### src/rtl/mdio_pkg.sv
package mdio_pkg;

  localparam int BUSY_BIT   = 28;
  localparam int RVALID_BIT = 27;
  localparam int OP_BIT     = 26;
  localparam int REG_LSB    = 21;
  localparam int PHY_LSB    = 16;

  typedef enum logic [1:0] {
    ST_IDLE  = 2'd0,
    ST_ALIGN = 2'd1,
    ST_RUN   = 2'd2
  } seqState_t;

  typedef struct packed {
    logic load;
    logic shift;
    logic capture;
  } mdioStrobe_t;

endpackage

### src/rtl/mdio_clkdiv.sv
module mdio_clkdiv #(
  parameter int DIV_HALF = 10
) (
  input  logic clk,
  input  logic rstN,
  output logic mdc,
  output logic riseTick,
  output logic fallTick
);
  localparam int CW = $clog2(DIV_HALF + 1);

  logic [CW-1:0] divCnt;
  logic          mdcR;
  logic          wrap;

  assign wrap = (divCnt == CW'(DIV_HALF - 1));

  always_ff @(posedge clk) begin
    if (!rstN) begin
      divCnt <= '0;
      mdcR   <= 1'b0;
    end else if (wrap) begin
      divCnt <= '0;
      mdcR   <= ~mdcR;
    end else begin
      divCnt <= divCnt + 1'b1;
    end
  end

  // Ticks mark the clock edge on which mdc toggles.
  assign riseTick = wrap & ~mdcR;
  assign fallTick = wrap &  mdcR;
  assign mdc      = mdcR;
endmodule

### src/rtl/mdio_ctrl.sv
module mdio_ctrl
  import mdio_pkg::*;
#(
  parameter int PRE_BITS = 32
) (
  input  logic        clk,
  input  logic        rstN,
  input  logic        hostWr,
  input  logic        riseTick,
  input  logic        fallTick,
  input  logic        cmdRead,
  output mdioStrobe_t strb,
  output logic        busy,
  output logic        rdValid,
  output logic        oe
);
  localparam int FRAME_BITS = PRE_BITS + 32;
  localparam int BW         = $clog2(FRAME_BITS);
  localparam int TA_IDX     = PRE_BITS + 14;
  localparam int DATA_IDX   = PRE_BITS + 16;
  localparam int LAST_IDX   = FRAME_BITS - 1;

  seqState_t   st;
  logic [BW-1:0] bitCnt;
  logic        oeR;
  logic        rdValidR;
  logic        atLast;

  assign atLast = (bitCnt == BW'(LAST_IDX));

  always_ff @(posedge clk) begin
    if (!rstN) begin
      st       <= ST_IDLE;
      bitCnt   <= '0;
      oeR      <= 1'b0;
      rdValidR <= 1'b0;
    end else begin
      case (st)
        ST_IDLE: begin
          if (hostWr) begin
            st       <= ST_ALIGN;
            rdValidR <= 1'b0;
          end
        end
        ST_ALIGN: begin
          if (fallTick) begin
            st     <= ST_RUN;
            bitCnt <= '0;
            oeR    <= 1'b1;
          end
        end
        ST_RUN: begin
          if (fallTick) begin
            if (atLast) begin
              st       <= ST_IDLE;
              oeR      <= 1'b0;
              rdValidR <= cmdRead;
            end else begin
              bitCnt <= bitCnt + 1'b1;
              if (cmdRead && bitCnt == BW'(TA_IDX - 1)) oeR <= 1'b0;
            end
          end
        end
        default: st <= ST_IDLE;
      endcase
    end
  end

  always_comb begin
    strb         = '0;
    strb.load    = (st == ST_IDLE) && hostWr;
    strb.shift   = (st == ST_RUN) && fallTick && !atLast;
    strb.capture = (st == ST_RUN) && riseTick && cmdRead &&
                   (bitCnt >= BW'(DATA_IDX));
  end

  assign busy    = (st != ST_IDLE);
  assign rdValid = rdValidR;
  assign oe      = oeR;
endmodule

### src/rtl/mdio_dpath.sv
module mdio_dpath
  import mdio_pkg::*;
#(
  parameter int PRE_BITS = 32
) (
  input  logic        clk,
  input  logic        rstN,
  input  mdioStrobe_t strb,
  input  logic [26:0] cmdIn,
  input  logic        mdioIn,
  output logic        txBit,
  output logic        cmdRead,
  output logic [10:0] cmdFields,
  output logic [15:0] rxData
);
  localparam int FRAME_BITS = PRE_BITS + 32;

  logic [FRAME_BITS-1:0] txShift;
  logic [10:0]           cmdReg;
  logic [15:0]           rxShift;
  logic                  newRead;
  logic [FRAME_BITS-1:0] frameImg;

  assign newRead = cmdIn[OP_BIT];

  always_comb begin
    frameImg = {{PRE_BITS{1'b1}}, 2'b01,
                newRead ? 2'b10 : 2'b01,
                cmdIn[PHY_LSB +: 5], cmdIn[REG_LSB +: 5],
                2'b10,
                newRead ? 16'hFFFF : cmdIn[15:0]};
  end

  always_ff @(posedge clk) begin
    if (!rstN) begin
      txShift <= '0;
      cmdReg  <= '0;
      rxShift <= '0;
    end else begin
      if (strb.load) begin
        txShift <= frameImg;
        cmdReg  <= cmdIn[26:16];
        rxShift <= '0;
      end else begin
        if (strb.shift)   txShift <= {txShift[FRAME_BITS-2:0], 1'b1};
        if (strb.capture) rxShift <= {rxShift[14:0], mdioIn};
      end
    end
  end

  assign txBit     = txShift[FRAME_BITS-1];
  assign cmdRead   = cmdReg[10];
  assign cmdFields = cmdReg;
  assign rxData    = rxShift;
endmodule

### src/rtl/mdio_cmd_master.sv
module mdio_cmd_master
  import mdio_pkg::*;
#(
  parameter int DIV_HALF = 10,
  parameter int PRE_BITS = 32
) (
  input  logic        clk,
  input  logic        rstN,
  input  logic        regWrEn,
  input  logic [31:0] regWrData,
  output logic [31:0] regRdData,
  output logic        mdc,
  output logic        mdioOut,
  output logic        mdioOe,
  input  logic        mdioIn
);
  mdioStrobe_t strb;
  logic        riseTick;
  logic        fallTick;
  logic        cmdRead;
  logic        busy;
  logic        rdValid;
  logic        oe;
  logic        txBit;
  logic [10:0] cmdFields;
  logic [15:0] rxData;

  mdio_clkdiv #(.DIV_HALF(DIV_HALF)) uDiv (
    .clk(clk), .rstN(rstN), .mdc(mdc),
    .riseTick(riseTick), .fallTick(fallTick)
  );

  mdio_ctrl #(.PRE_BITS(PRE_BITS)) uCtrl (
    .clk(clk), .rstN(rstN), .hostWr(regWrEn),
    .riseTick(riseTick), .fallTick(fallTick), .cmdRead(cmdRead),
    .strb(strb), .busy(busy), .rdValid(rdValid), .oe(oe)
  );

  mdio_dpath #(.PRE_BITS(PRE_BITS)) uDpath (
    .clk(clk), .rstN(rstN), .strb(strb), .cmdIn(regWrData[26:0]),
    .mdioIn(mdioIn), .txBit(txBit), .cmdRead(cmdRead),
    .cmdFields(cmdFields), .rxData(rxData)
  );

  assign regRdData = {3'b000, busy, rdValid, cmdFields, rxData};
  assign mdioOut   = txBit & oe;
  assign mdioOe    = oe;
endmodule

### config.mk
export PLATFORM = sky130hd
export DESIGN_NAME = mdio_cmd_master
export DESIGN_NICKNAME = d
export VERILOG_FILES = /design/src/rtl/mdio_pkg.sv /design/src/rtl/mdio_clkdiv.sv /design/src/rtl/mdio_ctrl.sv /design/src/rtl/mdio_dpath.sv /design/src/rtl/mdio_cmd_master.sv
export SDC_FILE = /design/constraint.sdc
export NUM_CORES = 1
export LEC_CHECK = 0
export BUFFER_PORTS_ARGS = -buffer_cell sky130_fd_sc_hd__buf_2
export CAP_MARGIN = 10
export CELL_PAD_IN_SITES_DETAIL_PLACEMENT = 1
export CELL_PAD_IN_SITES_GLOBAL_PLACEMENT = 2
export CORE_MARGIN = 1
export CORE_UTILIZATION = 31
export CTS_BUF_LIST = sky130_fd_sc_hd__clkbuf_4 sky130_fd_sc_hd__clkbuf_8
export CTS_CLUSTER_SIZE = 10
export DETAILED_ROUTE_END_ITERATION = 16
export PLACE_DENSITY = 0.86
export SYNTH_ARGS = -nofsm -noshare
export SYNTH_HDL_FRONTEND = slang
export SYNTH_SLANG_ARGS = --single-unit
### constraint.sdc
create_clock -name clk -period 1.8 [get_ports clk]
set_input_delay 0.09 -clock clk [delete_from_list [all_inputs] [get_ports clk]]
set_output_delay 0.09 -clock clk [all_outputs]
set_load 0.005 [all_outputs]
# ---- Word-level counts from Yosys, hierarchy flattened
# Index checks and enable logic that the tools add are counted.
dict set report classes {
  n_mux 22
  add_sub_neg 2
  n_bitwise 5
  n_lt_le_gt_ge 1
  reduce_logical 19
  n_eq_ne 11
}
# op count
set op_table {}
lappend op_table {{64-bit two-way mux} 2}
lappend op_table {{6-bit two-way mux} 3}
lappend op_table {{16-bit two-way mux} 1}
lappend op_table {{4-bit AND reduction} 4}
lappend op_table {{6-bit equality test, second input constant} 2}
lappend op_table {{6-bit case mux with 2 select lines} 1}
lappend op_table {{2-bit two-way mux} 5}
lappend op_table {{2-bit nonzero test} 4}
lappend op_table {{1-bit logical AND} 7}
lappend op_table {{1-bit two-way mux} 7}
lappend op_table {{6-bit by 1-bit adder with 6-bit output, second input constant} 1}
lappend op_table {{6-bit >= comparator, second input constant} 1}
lappend op_table {{2-bit by 1-bit != test with 1-bit output, second input constant} 3}
lappend op_table {{2-bit case mux with 3 select lines} 1}
lappend op_table {{4-bit by 1-bit adder with 4-bit output, second input constant} 1}
lappend op_table {{4-bit equality test, second input constant} 1}
lappend op_table {{2-bit != test, second input constant} 2}
lappend op_table {{1-bit case mux with 2 select lines} 2}
lappend op_table {{2-bit OR reduction} 2}
lappend op_table {{1-bit AND} 3}
lappend op_table {{3-bit by 1-bit != test with 1-bit output, second input constant} 1}
lappend op_table {{2-bit by 1-bit equality test with 1-bit output, second input constant} 1}
lappend op_table {{2-bit equality test, second input constant} 1}
lappend op_table {{2-bit zero test} 1}
lappend op_table {{2 further kinds} 3}
dict set report word_totals {
  ff_bits 106
  in_bits 36
}

# ---- Longest topological paths before layout
# Gate-level depths: netlist of the first run.
dict set report depth {
  ltp_word 6
  mapped_depth 8
  ltp_nobuf 6
}

# ---- Hierarchy
# Synthesis of the first run repeated with hierarchy kept, for this count alone.
dict set report unflattened {
  hier_cells 426
  hier_area_um2 4719.5
}
# mod cells_per_inst seq_area_each_um2 instances area_each_um2
set modules_own_cells {}
lappend modules_own_cells {mdio_dpath 317 1821.7 1 3813.7}
lappend modules_own_cells {mdio_ctrl 78 200.2 1 618.1}
lappend modules_own_cells {mdio_clkdiv 24 100.1 1 240.2}
lappend modules_own_cells {mdio_cmd_master 7 0.0 1 47.5}

# ---- Worst setup path before layout of the first run
# Ideal clock, no wire load.
dict set report synth_path {
  kind {register to register}
  start {reg uCtrl.st[0]}
  end {reg uDpath.rxShift[0], in the netlist uDpath.rxData[0]}
  path_buffers 2
  required_ns 1.672
  arrival_ns 1.752
  period_less_slack_ns 1.880
  setup_time_ns 0.128
  stages_incl_launch_ff 9
  path_slack_ns -0.080
  path_cell_list {dfxtp_1 inv_1 ha_1 buf_2 nand2_1 nor4_4 buf_8 mux2i_1 nor2_1}
}
dict set report synth_via {
  elab_chain_len 4
}
# element line
set synth_rtl {}
lappend synth_rtl {{start, declared} mdio_ctrl.sv:23} ;# seqState_t st;
lappend synth_rtl {{start signal, assigned} mdio_ctrl.sv:33} ;# st <= ST_IDLE;
lappend synth_rtl {{start signal, assigned} mdio_ctrl.sv:41} ;# st <= ST_ALIGN;
lappend synth_rtl {{start signal, assigned} mdio_ctrl.sv:47} ;# st <= ST_RUN;
lappend synth_rtl {{2-bit equality test} mdio_ctrl.sv:73} ;# strb.capture = (st == ST_RUN) && riseTick && cmdRead &&
lappend synth_rtl {{1-bit logical AND (3 in a row)} mdio_ctrl.sv:73}
lappend synth_rtl {{end signal, assigned} mdio_dpath.sv:46} ;# if (strb.capture) rxShift <= {rxShift[14:0], mdioIn};
lappend synth_rtl {{end, declared} mdio_dpath.sv:20} ;# logic [15:0] rxShift;
# Parallel ways exist; a longest one is shown, timed or not.
# A chain may end at the register's enable or synchronous reset.

# ---- Worst setup path after layout of the first run
dict set report layout_path {
  start {reg uDiv.divCnt[1]}
  end {reg uCtrl.rdValidR, in the netlist uCtrl.rdValid}
}
dict set report layout_via {
  elab_chain_len 4
}
# element line
set layout_rtl {}
lappend layout_rtl {{start, declared} mdio_clkdiv.sv:12} ;# logic [CW-1:0] divCnt;
lappend layout_rtl {{start signal, assigned} mdio_clkdiv.sv:26} ;# divCnt <= divCnt + 1'b1;
lappend layout_rtl {{4-bit equality test} mdio_clkdiv.sv:16} ;# assign wrap = (divCnt == CW'(DIV_HALF - 1));
lappend layout_rtl {{1-bit AND} mdio_clkdiv.sv:32} ;# assign fallTick = wrap & mdcR;
lappend layout_rtl {{2-bit by 1-bit != test with 1-bit output (no line)} n/a}
lappend layout_rtl {{4-bit AND reduction (no line)} n/a}
lappend layout_rtl {{end signal, assigned} mdio_ctrl.sv:57} ;# rdValidR <= cmdRead;
lappend layout_rtl {{end, declared} mdio_ctrl.sv:26} ;# logic rdValidR;
# No other way between the ends.

==> run summary, run 1 <==
- 0.431 mV — IR Drop Worst-Case VDD
- 0.561 GHz — f_max
- 0.790 — placer congestion estimate
- 3906 — via count of the first global-routing pass
- 15.4% — total global routing track utilization
- 239 — Initial DRC Count
- regWrData[10] — startpoint of the lowest-slack hold path
- 70 — largest net degree at the start of global routing
- completed — result of the run
- dfxtp_1 — ys flop type
- 3 — Hold Crit Depth
- 0 — # DRC
- 71 — number of I/O pins
- register to register — critical path type
- 0.00437 sq mm — synthesized cell area
- nand2_1 (162), dfxtp_1 (106), a31oi_1 (61) — cell types with the highest counts after synthesis
- 106 — number of clock sinks
- 17.8 ps — worst hold slack after final layout
- 100 ps — Worst-path clk slew
- 527 — number of instances in the synthesized netlist
- 23.9% — Area growth, synth to finish
- register — Worst Setup Start Kind
- 0 ps — Total Neg Setup Slack
- 0 — final slew viol count
- 1780 ps — final period demand of the worst path
- 2 — maximum number of buffers from clock root to sink
- uDiv.divCnt[1]$_SDFF_PP0_ — Crit. Startpoint
- 11200 microns — routed wire length
- uDiv.divCnt[1]$_SDFF_PP0_ — RR Startpoint
- 8.28 sq um — mean instance size in the synthesized netlist
- yes — unrepaired setup endpoints after global routing
- 42 — count of standard-cell rows
- 0 — Final Hold Vio Count
- 2050 ps — Arrival @ worst endpoint
- 644 — Layout Nets
- 0 — Max-cap violations
- 0% — async set or reset register ratio after synthesis
- inv_1 -> ha_4 -> nand4b_1 -> or3_4 -> o22a_1 -> o221a_2 — series of cell instances along the critical path
- input port to register — type of the most critical hold path
- 440 ps — Crit path largest cell delay
- 0 — Antenna Cells
- dfxtp_1 (49%), nand2_1 (14%), a31oi_1 (8.7%), mux2i_1 (5.3%), o21ai_0 (3.1%) — Synth area leaders
- 390 ps — source-to-sink clock delay at the later pin of the worst-skew pair
- 0 — number of antenna violations at the first check in global routing
- 121 microns — y dimension of the die
- built — TritonCTS clock tree
- 0.0135 sq mm — area of the placeable core
- 0.0146 sq mm — die outline area
- or3_4 — cell with the biggest individual delay on the critical path
- 38 — distinct cell type count after synthesis
- 48.6% — share of synthesized area occupied by flip-flops and latches
- 4.91 — vias per std cell
- 106 — register bit total from synthesis
- simple AND/OR/NAND/NOR gates — top cell family by delay on the critical path
- 0 — total global routing overflow
- 121 microns — Die X
- 18100 microns — first-pass GRT wire length
- 20.7% — layout cell share with drive strength beyond 1
- 7170 microns — half-perimeter wire length after placement
- 9 — total CTS buffers
- register — category of the worst setup path capture point
- clkbuf_8 — cell at the root of the clock tree
- 14.3 microns — WL per Instance
- 62 — # port buffers
- 5 — largest fanout of any net on the critical path
- 4 — First-pass DRT Iterations
- 0 — number of enable-type register cells in the synthesized netlist
- 0 — number of antenna-violating nets in the routed design
- 32.3% — initial cell density of the core
- 2070 ps — required time at the endpoint of the critical path
- 0 — total of endpoints with negative setup slack in the final report
- 3 — number of H-tree levels
- 1 — Buf/Inv on CP
- 0 — count of yosys warnings during synthesis
- 99.0% — portion of the clock cycle consumed by the worst path in the final layout
- 48.6% — top-area cell type share of the netlist area
- 1110 mW/mm^2 — total power per unit cell area
- dfxtp_1 — largest area contributor in the netlist
- 3829 — count of vias placed by the detailed router
- 12.6 ps — Clock Skews
- 6 — R2R cell count
- 6 — number of logic stages on the critical path including buffering
- nand2_1 — top-count cell post-synth
- 0.00213 uW — Lkg Pwr
==> cell usage in the layout (no fill, tap or decap), types with 9 or more instances in the layout <==
master / Yosys / final
a21oi_1: 23 / 22
a31oi_1: 61 / 61
buf_2: 8 / 62
buf_4: 6 / 20
clkbuf_8: 0 / 9
dfxtp_1: 106 / 105
dlygate4sd3_1: 0 / 13
mux2i_1: 23 / 23
nand2_1: 162 / 161
nor2_1: 22 / 22
o21ai_0: 27 / 27
==> layout make-up <==
cell class	instances	area (sq um)
inverters	7	26.3
clock buffers	11	139
well taps	176	220
clock inverters	5	61.3
repair buffers	103	761
fillers	1630	8100
multi-input cells	372	2080
flip-flops and latches	106	2120
==> sequential cells by signal, summed over array words and instances (netlist names) <==
register,flops
uDiv.mdc,1
uDpath.rxData,16
uDpath.txShift,64
uCtrl.rdValid,1
uDpath.cmdFields,11
uCtrl.bitCnt,6
uCtrl.oe,1
uCtrl.st,2
uDiv.divCnt,4
==> kinds of logic after synthesis <==
group	after synthesis	share of synthesized area [%]
buffers and inverters	51	5.39
DFF	106	48.6
muxes	23	5.27
and+or+nand+nor	214	21.0
other	1	0.0859
xor gates and xnor gates	2	0.401
AOI/OAI and AO/OA	121	16.6
adders and majority gates	9	2.58
==> metal layers <==
| metal | global-route usage, % | wire, microns |
|---|---|---|
| met5 | 0 | 0 |
| met4 | 7.18 | 217 |
| met3 | 2.31 | 235 |
| met2 | 26.9 | 5560 |
| met1 | 18.6 | 5150 |
==> metrics by stage <==
stage                     util [%]  cells  cell area (sq um)  power, uW  setup WS [ps]
after floorplan                  -    529               4380       3960           2.02
after global placement        36.8    747               4960       4350           69.7
after detailed placement      36.8    747               4960       4440          -32.7
after CTS                     39.3    776               5310       6020          0.798
after global routing          40.1    780               5410       6370          -38.8
final                         40.1    780               5410       5990           18.4
==> worst min-delay path, cell delays in order <==
cell     delay, ps
buf_2           70
o21ai_0         80
a31oi_1        130
==> report_power, final <==
part	leakage (uW)	switching (uW)	internal (uW)
registers	0.000874	219	2760
clock network	0.000105	830	686
logic	0.00115	878	620
total	0.00213	1930	4060
==> path summary, 6_finish.rpt <==
path                                      endpoint  slack, ps
setup / recovery        uCtrl.rdValid$_SDFFE_PN0P_         20
hold / removal     uDpath.txShift[10]$_SDFFE_PN0P_         20
setup reg to reg        uCtrl.rdValid$_SDFFE_PN0P_         20
hold reg to reg   uDpath.cmdFields[3]$_SDFFE_PN0P_        470
==> what timing repair did <==
action / 4_1_cts / 5_1_grt
hold buffers: 13 / 0
gates resized for setup: 5 / 6
hold endpoints to repair: 13 / 0
setup buffers: 0 / 2
endpoints found under the setup margin: 5 / 39
cloned: 0 / 2
pin swaps: 0 / 2
Note: power is estimated with default switching activity, not from simulation.
==> inputs of run 2 (changes only) <==
--- a/config.mk
+++ b/config.mk
@@ -10,11 +10,11 @@
 export CELL_PAD_IN_SITES_DETAIL_PLACEMENT = 1
 export CELL_PAD_IN_SITES_GLOBAL_PLACEMENT = 2
 export CORE_MARGIN = 1
-export CORE_UTILIZATION = 31
+export CORE_UTILIZATION = 34
 export CTS_BUF_LIST = sky130_fd_sc_hd__clkbuf_4 sky130_fd_sc_hd__clkbuf_8
 export CTS_CLUSTER_SIZE = 10
 export DETAILED_ROUTE_END_ITERATION = 16
-export PLACE_DENSITY = 0.86
+export PLACE_DENSITY = 0.89
 export SYNTH_ARGS = -nofsm -noshare
 export SYNTH_HDL_FRONTEND = slang
 export SYNTH_SLANG_ARGS = --single-unit
==> constraint.sdc (replaced) <==
create_clock -name clk -period 1.7 [get_ports clk]
set_input_delay 0.085 -clock clk [delete_from_list [all_inputs] [get_ports clk]]
set_output_delay 0.085 -clock clk [all_outputs]
set_load 0.005 [all_outputs]
==> run 2 against run 1 <==
The run now ends with negative setup slack left; count of clock-buffer cells in the layout fell by 2; clock power rose by 13%; die area fell by 8.7%; sequential cell count did not move; via count rose by 2.9%; register-to-register slack got worse by 20 ps; global-route usage rose by 2.8 points; utilization rose by 4.3 points; routed wire length rose by 4.0%; critical path type unchanged; largest power group unchanged.
==> run summary, run 2 (same netlist as run 1, synthesis figures left out) <==
- 100 ps — Worst-path clk slew, about the same
- 420 ps — Crit path largest cell delay, -20 ps
- or3_4 — cell with the biggest individual delay on the critical path
- 115 microns — y dimension of the die, -4.4%
- 1 — total of endpoints with negative setup slack in the final report, +1
- register to register — critical path type
- 784 — final instance count without filler cells, +0.51%
- 71 — number of I/O pins, unchanged
- 0 — total global routing overflow, unchanged
- 652 — Layout Nets, +1.2%
- uDpath.txShift[4]$_SDFFE_PN0P_ — hold path endpoint
- clkbuf_8 — cell at the root of the clock tree
- 1700 ps — final period demand of the worst path, -79.7 ps
- 7000 microns — half-perimeter wire length after placement, -2.4%
- 0.486 mV — IR Drop Worst-Case VDD, +13%
- uDiv.divCnt[1]$_SDFF_PP0_ — Crit. Startpoint
- 1190 mW/mm^2 — total power per unit cell area, +7.9%
- built — TritonCTS clock tree
- 0 — Max-cap violations, unchanged
- nand2_1 — leading cell type in the layout, fill and taps excluded
- 174 — Initial DRC Count, -27%
- uCtrl.rdValid$_SDFFE_PN0P_ — capture point of the worst reg-to-reg path
- 3 — number of H-tree levels, unchanged
- 24.3% — layout cell share with drive strength beyond 1, +3.7 points
- 0 — final slew viol count, unchanged
- 5.03 — vias per std cell, +2.4%
- uDiv.divCnt[1]$_SDFF_PP0_ — RR Startpoint
- 6 — R2R cell count, unchanged
- -1.92 ps — post-layout worst setup margin, -20.3 ps
- 3941 — count of vias placed by the detailed router, +2.9%
- 4006 — via count of the first global-routing pass, +2.6%
- 41 — count of standard-cell rows, -2.4%
- 0.00213 sq mm — FF+latch area, +0.24%
- uDpath.txShift — register with the most flip-flops
- nand2_1 (157), dfxtp_1 (101), buf_2 (62), a31oi_1 (61), o21ai_0 (27) — most frequent cells in the layout
- 64 — max reg flops, unchanged
- regWrData[4] — startpoint of the lowest-slack hold path
- register — Worst Setup Start Kind
- 0.00499 sq mm — cell area reported after detailed placement, +0.45%
- 100% — portion of the clock cycle consumed by the worst path in the final layout, +1.1 points
- 18.2% — total global routing track utilization, +2.8 points
- 0 — Antenna Cells, unchanged
- complete, but fails checks — result of the run
- 14.8 microns — WL per Instance, +3.5%
- 0.00218 sq mm — footprint of the multi-input gates, +4.7%
- 0.00558 sq mm — area of all placed cells without fillers, +3.1%
- 0 — number of antenna-violating nets in the routed design, unchanged
- register — category of the worst setup path capture point
- 0.0126 sq mm — area of the placeable core, -6.9%
- inv_2 -> ha_4 -> nand4b_1 -> or3_4 -> o22a_1 -> o221a_2 — series of cell instances along the critical path
- 6660 uW — total power, +11%
- 0 — number of antenna violations at the first check in global routing, unchanged
- negative setup slack — violations in the final reports
- 370 ps — source-to-sink clock delay at the later pin of the worst-skew pair, -20 ps
- input port to register — type of the most critical hold path
- 1970 ps — Arrival @ worst endpoint, -80 ps
- 4 — First-pass DRT Iterations, unchanged
- 9 — total CTS buffers, unchanged
- 3 — Hold Crit Depth, unchanged
- 5 — largest fanout of any net on the critical path, unchanged
- 62 — # port buffers, unchanged
- 545 ps — Tightest Pin Transition
- 63.7% — Worst slew margin
- 34.7% — initial cell density of the core, +2.4 points
- 27.8% — Area growth, synth to finish
- 1970 ps — required time at the endpoint of the critical path, -100 ps
- 0.00217 uW — Lkg Pwr, +2.0%
- -2 ps — flop-to-flop setup slack, -20 ps
- 106 — number of clock sinks, unchanged
- yes — unrepaired setup endpoints after global routing
- 0 — # DRC, unchanged
- 0 — Final Hold Vio Count, unchanged
- 13.4 ps — worst hold slack after final layout, -4.38 ps
- 1519 — Filler Cell Count, -6.8%
- 115 microns — Die X, -4.4%
- 0.795 — placer congestion estimate, +0.61%
- 19000 microns — first-pass GRT wire length, +5.3%
- 2 — maximum number of buffers from clock root to sink, unchanged
- 68 — largest net degree at the start of global routing, -2.9%
- 748 — number of placed instances with taps included, +0.13%
- 8.93 ps — Clock Skews, -3.65 ps
- 11600 microns — routed wire length, +4.0%
- 0.0133 sq mm — die outline area, -8.7%
- 0.588 GHz — f_max, +4.7%
-- run 2: cell type report --
cell class | instances | share of cell area [%]
Clock inverter | 7 | 1.64
Sequential cell | 106 | 38.1
Multi-Input combinational cell | 372 | 39.0
Inverter | 7 | 0.471
Tap cell | 172 | 3.86
Clock buffer | 9 | 2.22
Timing Repair Buffer | 111 | 14.6
-- run 2: what timing repair did --
action / CTS / global route
pin swaps: 3 / 6
endpoints found under the setup margin: 57 / 81
gates cloned: 2 / 0
hold buffers: 15 / 0
endpoints found under the hold margin: 15 / 0
setup buffers: 3 / 1
gates resized for setup: 11 / 27
-- run 2: worst max-delay path by stage --
stage	slack (ps)	end
global placement	20	uCtrl.st[0]$_SDFFE_PN0P_
global route	-50	uCtrl.rdValid$_SDFFE_PN0P_
finish	-2	uCtrl.rdValid$_SDFFE_PN0P_
detailed placement	-60	uCtrl.st[0]$_SDFFE_PN0P_
floorplan	-30	uDpath.rxData[0]$_SDFFE_PP0P_
CTS	2	uCtrl.bitCnt[1]$_SDFFE_PN0P_
-- run 2: layer usage --
metal  GRT usage (%)  up-vias  wire (microns)
li1                -     1948               -
met1            21.8     1945            5300
met2            32.8       36            5920
met3            2.42       12             201
met4            7.62        0             192
met5               0        -               0
-- run 2: power breakdown --
part | total (uW) | switching (uW) | internal, uW
combinational | 1790 | 1030 | 762
sequential | 3160 | 241 | 2920
clock | 1720 | 887 | 828
total | 6660 | 2160 | 4510
-- run 2: critical path: cells and delay by family (launching register included) --
kind                     cells  cell delay [ps]
AND/OR/NAND/NOR              2              620
AO/OA/AOI/OAI                2              410
flip-flops                   1              340
adder cells (fa/ha/maj)      1              170
buffers and inverters        1               60
-- run 2: stage by stage --
stage | utilization, % | setup WS (ps) | TNS (ps)
final | 44.4 | -1.92 | -1.92
after global routing | 44.4 | -46.0 | -506
after floorplan | - | -25.9 | -259
after CTS | 43.7 | 2.19 | 0
after global placement | 39.7 | 22.9 | 0
after detailed placement | 39.7 | -64.8 | -792
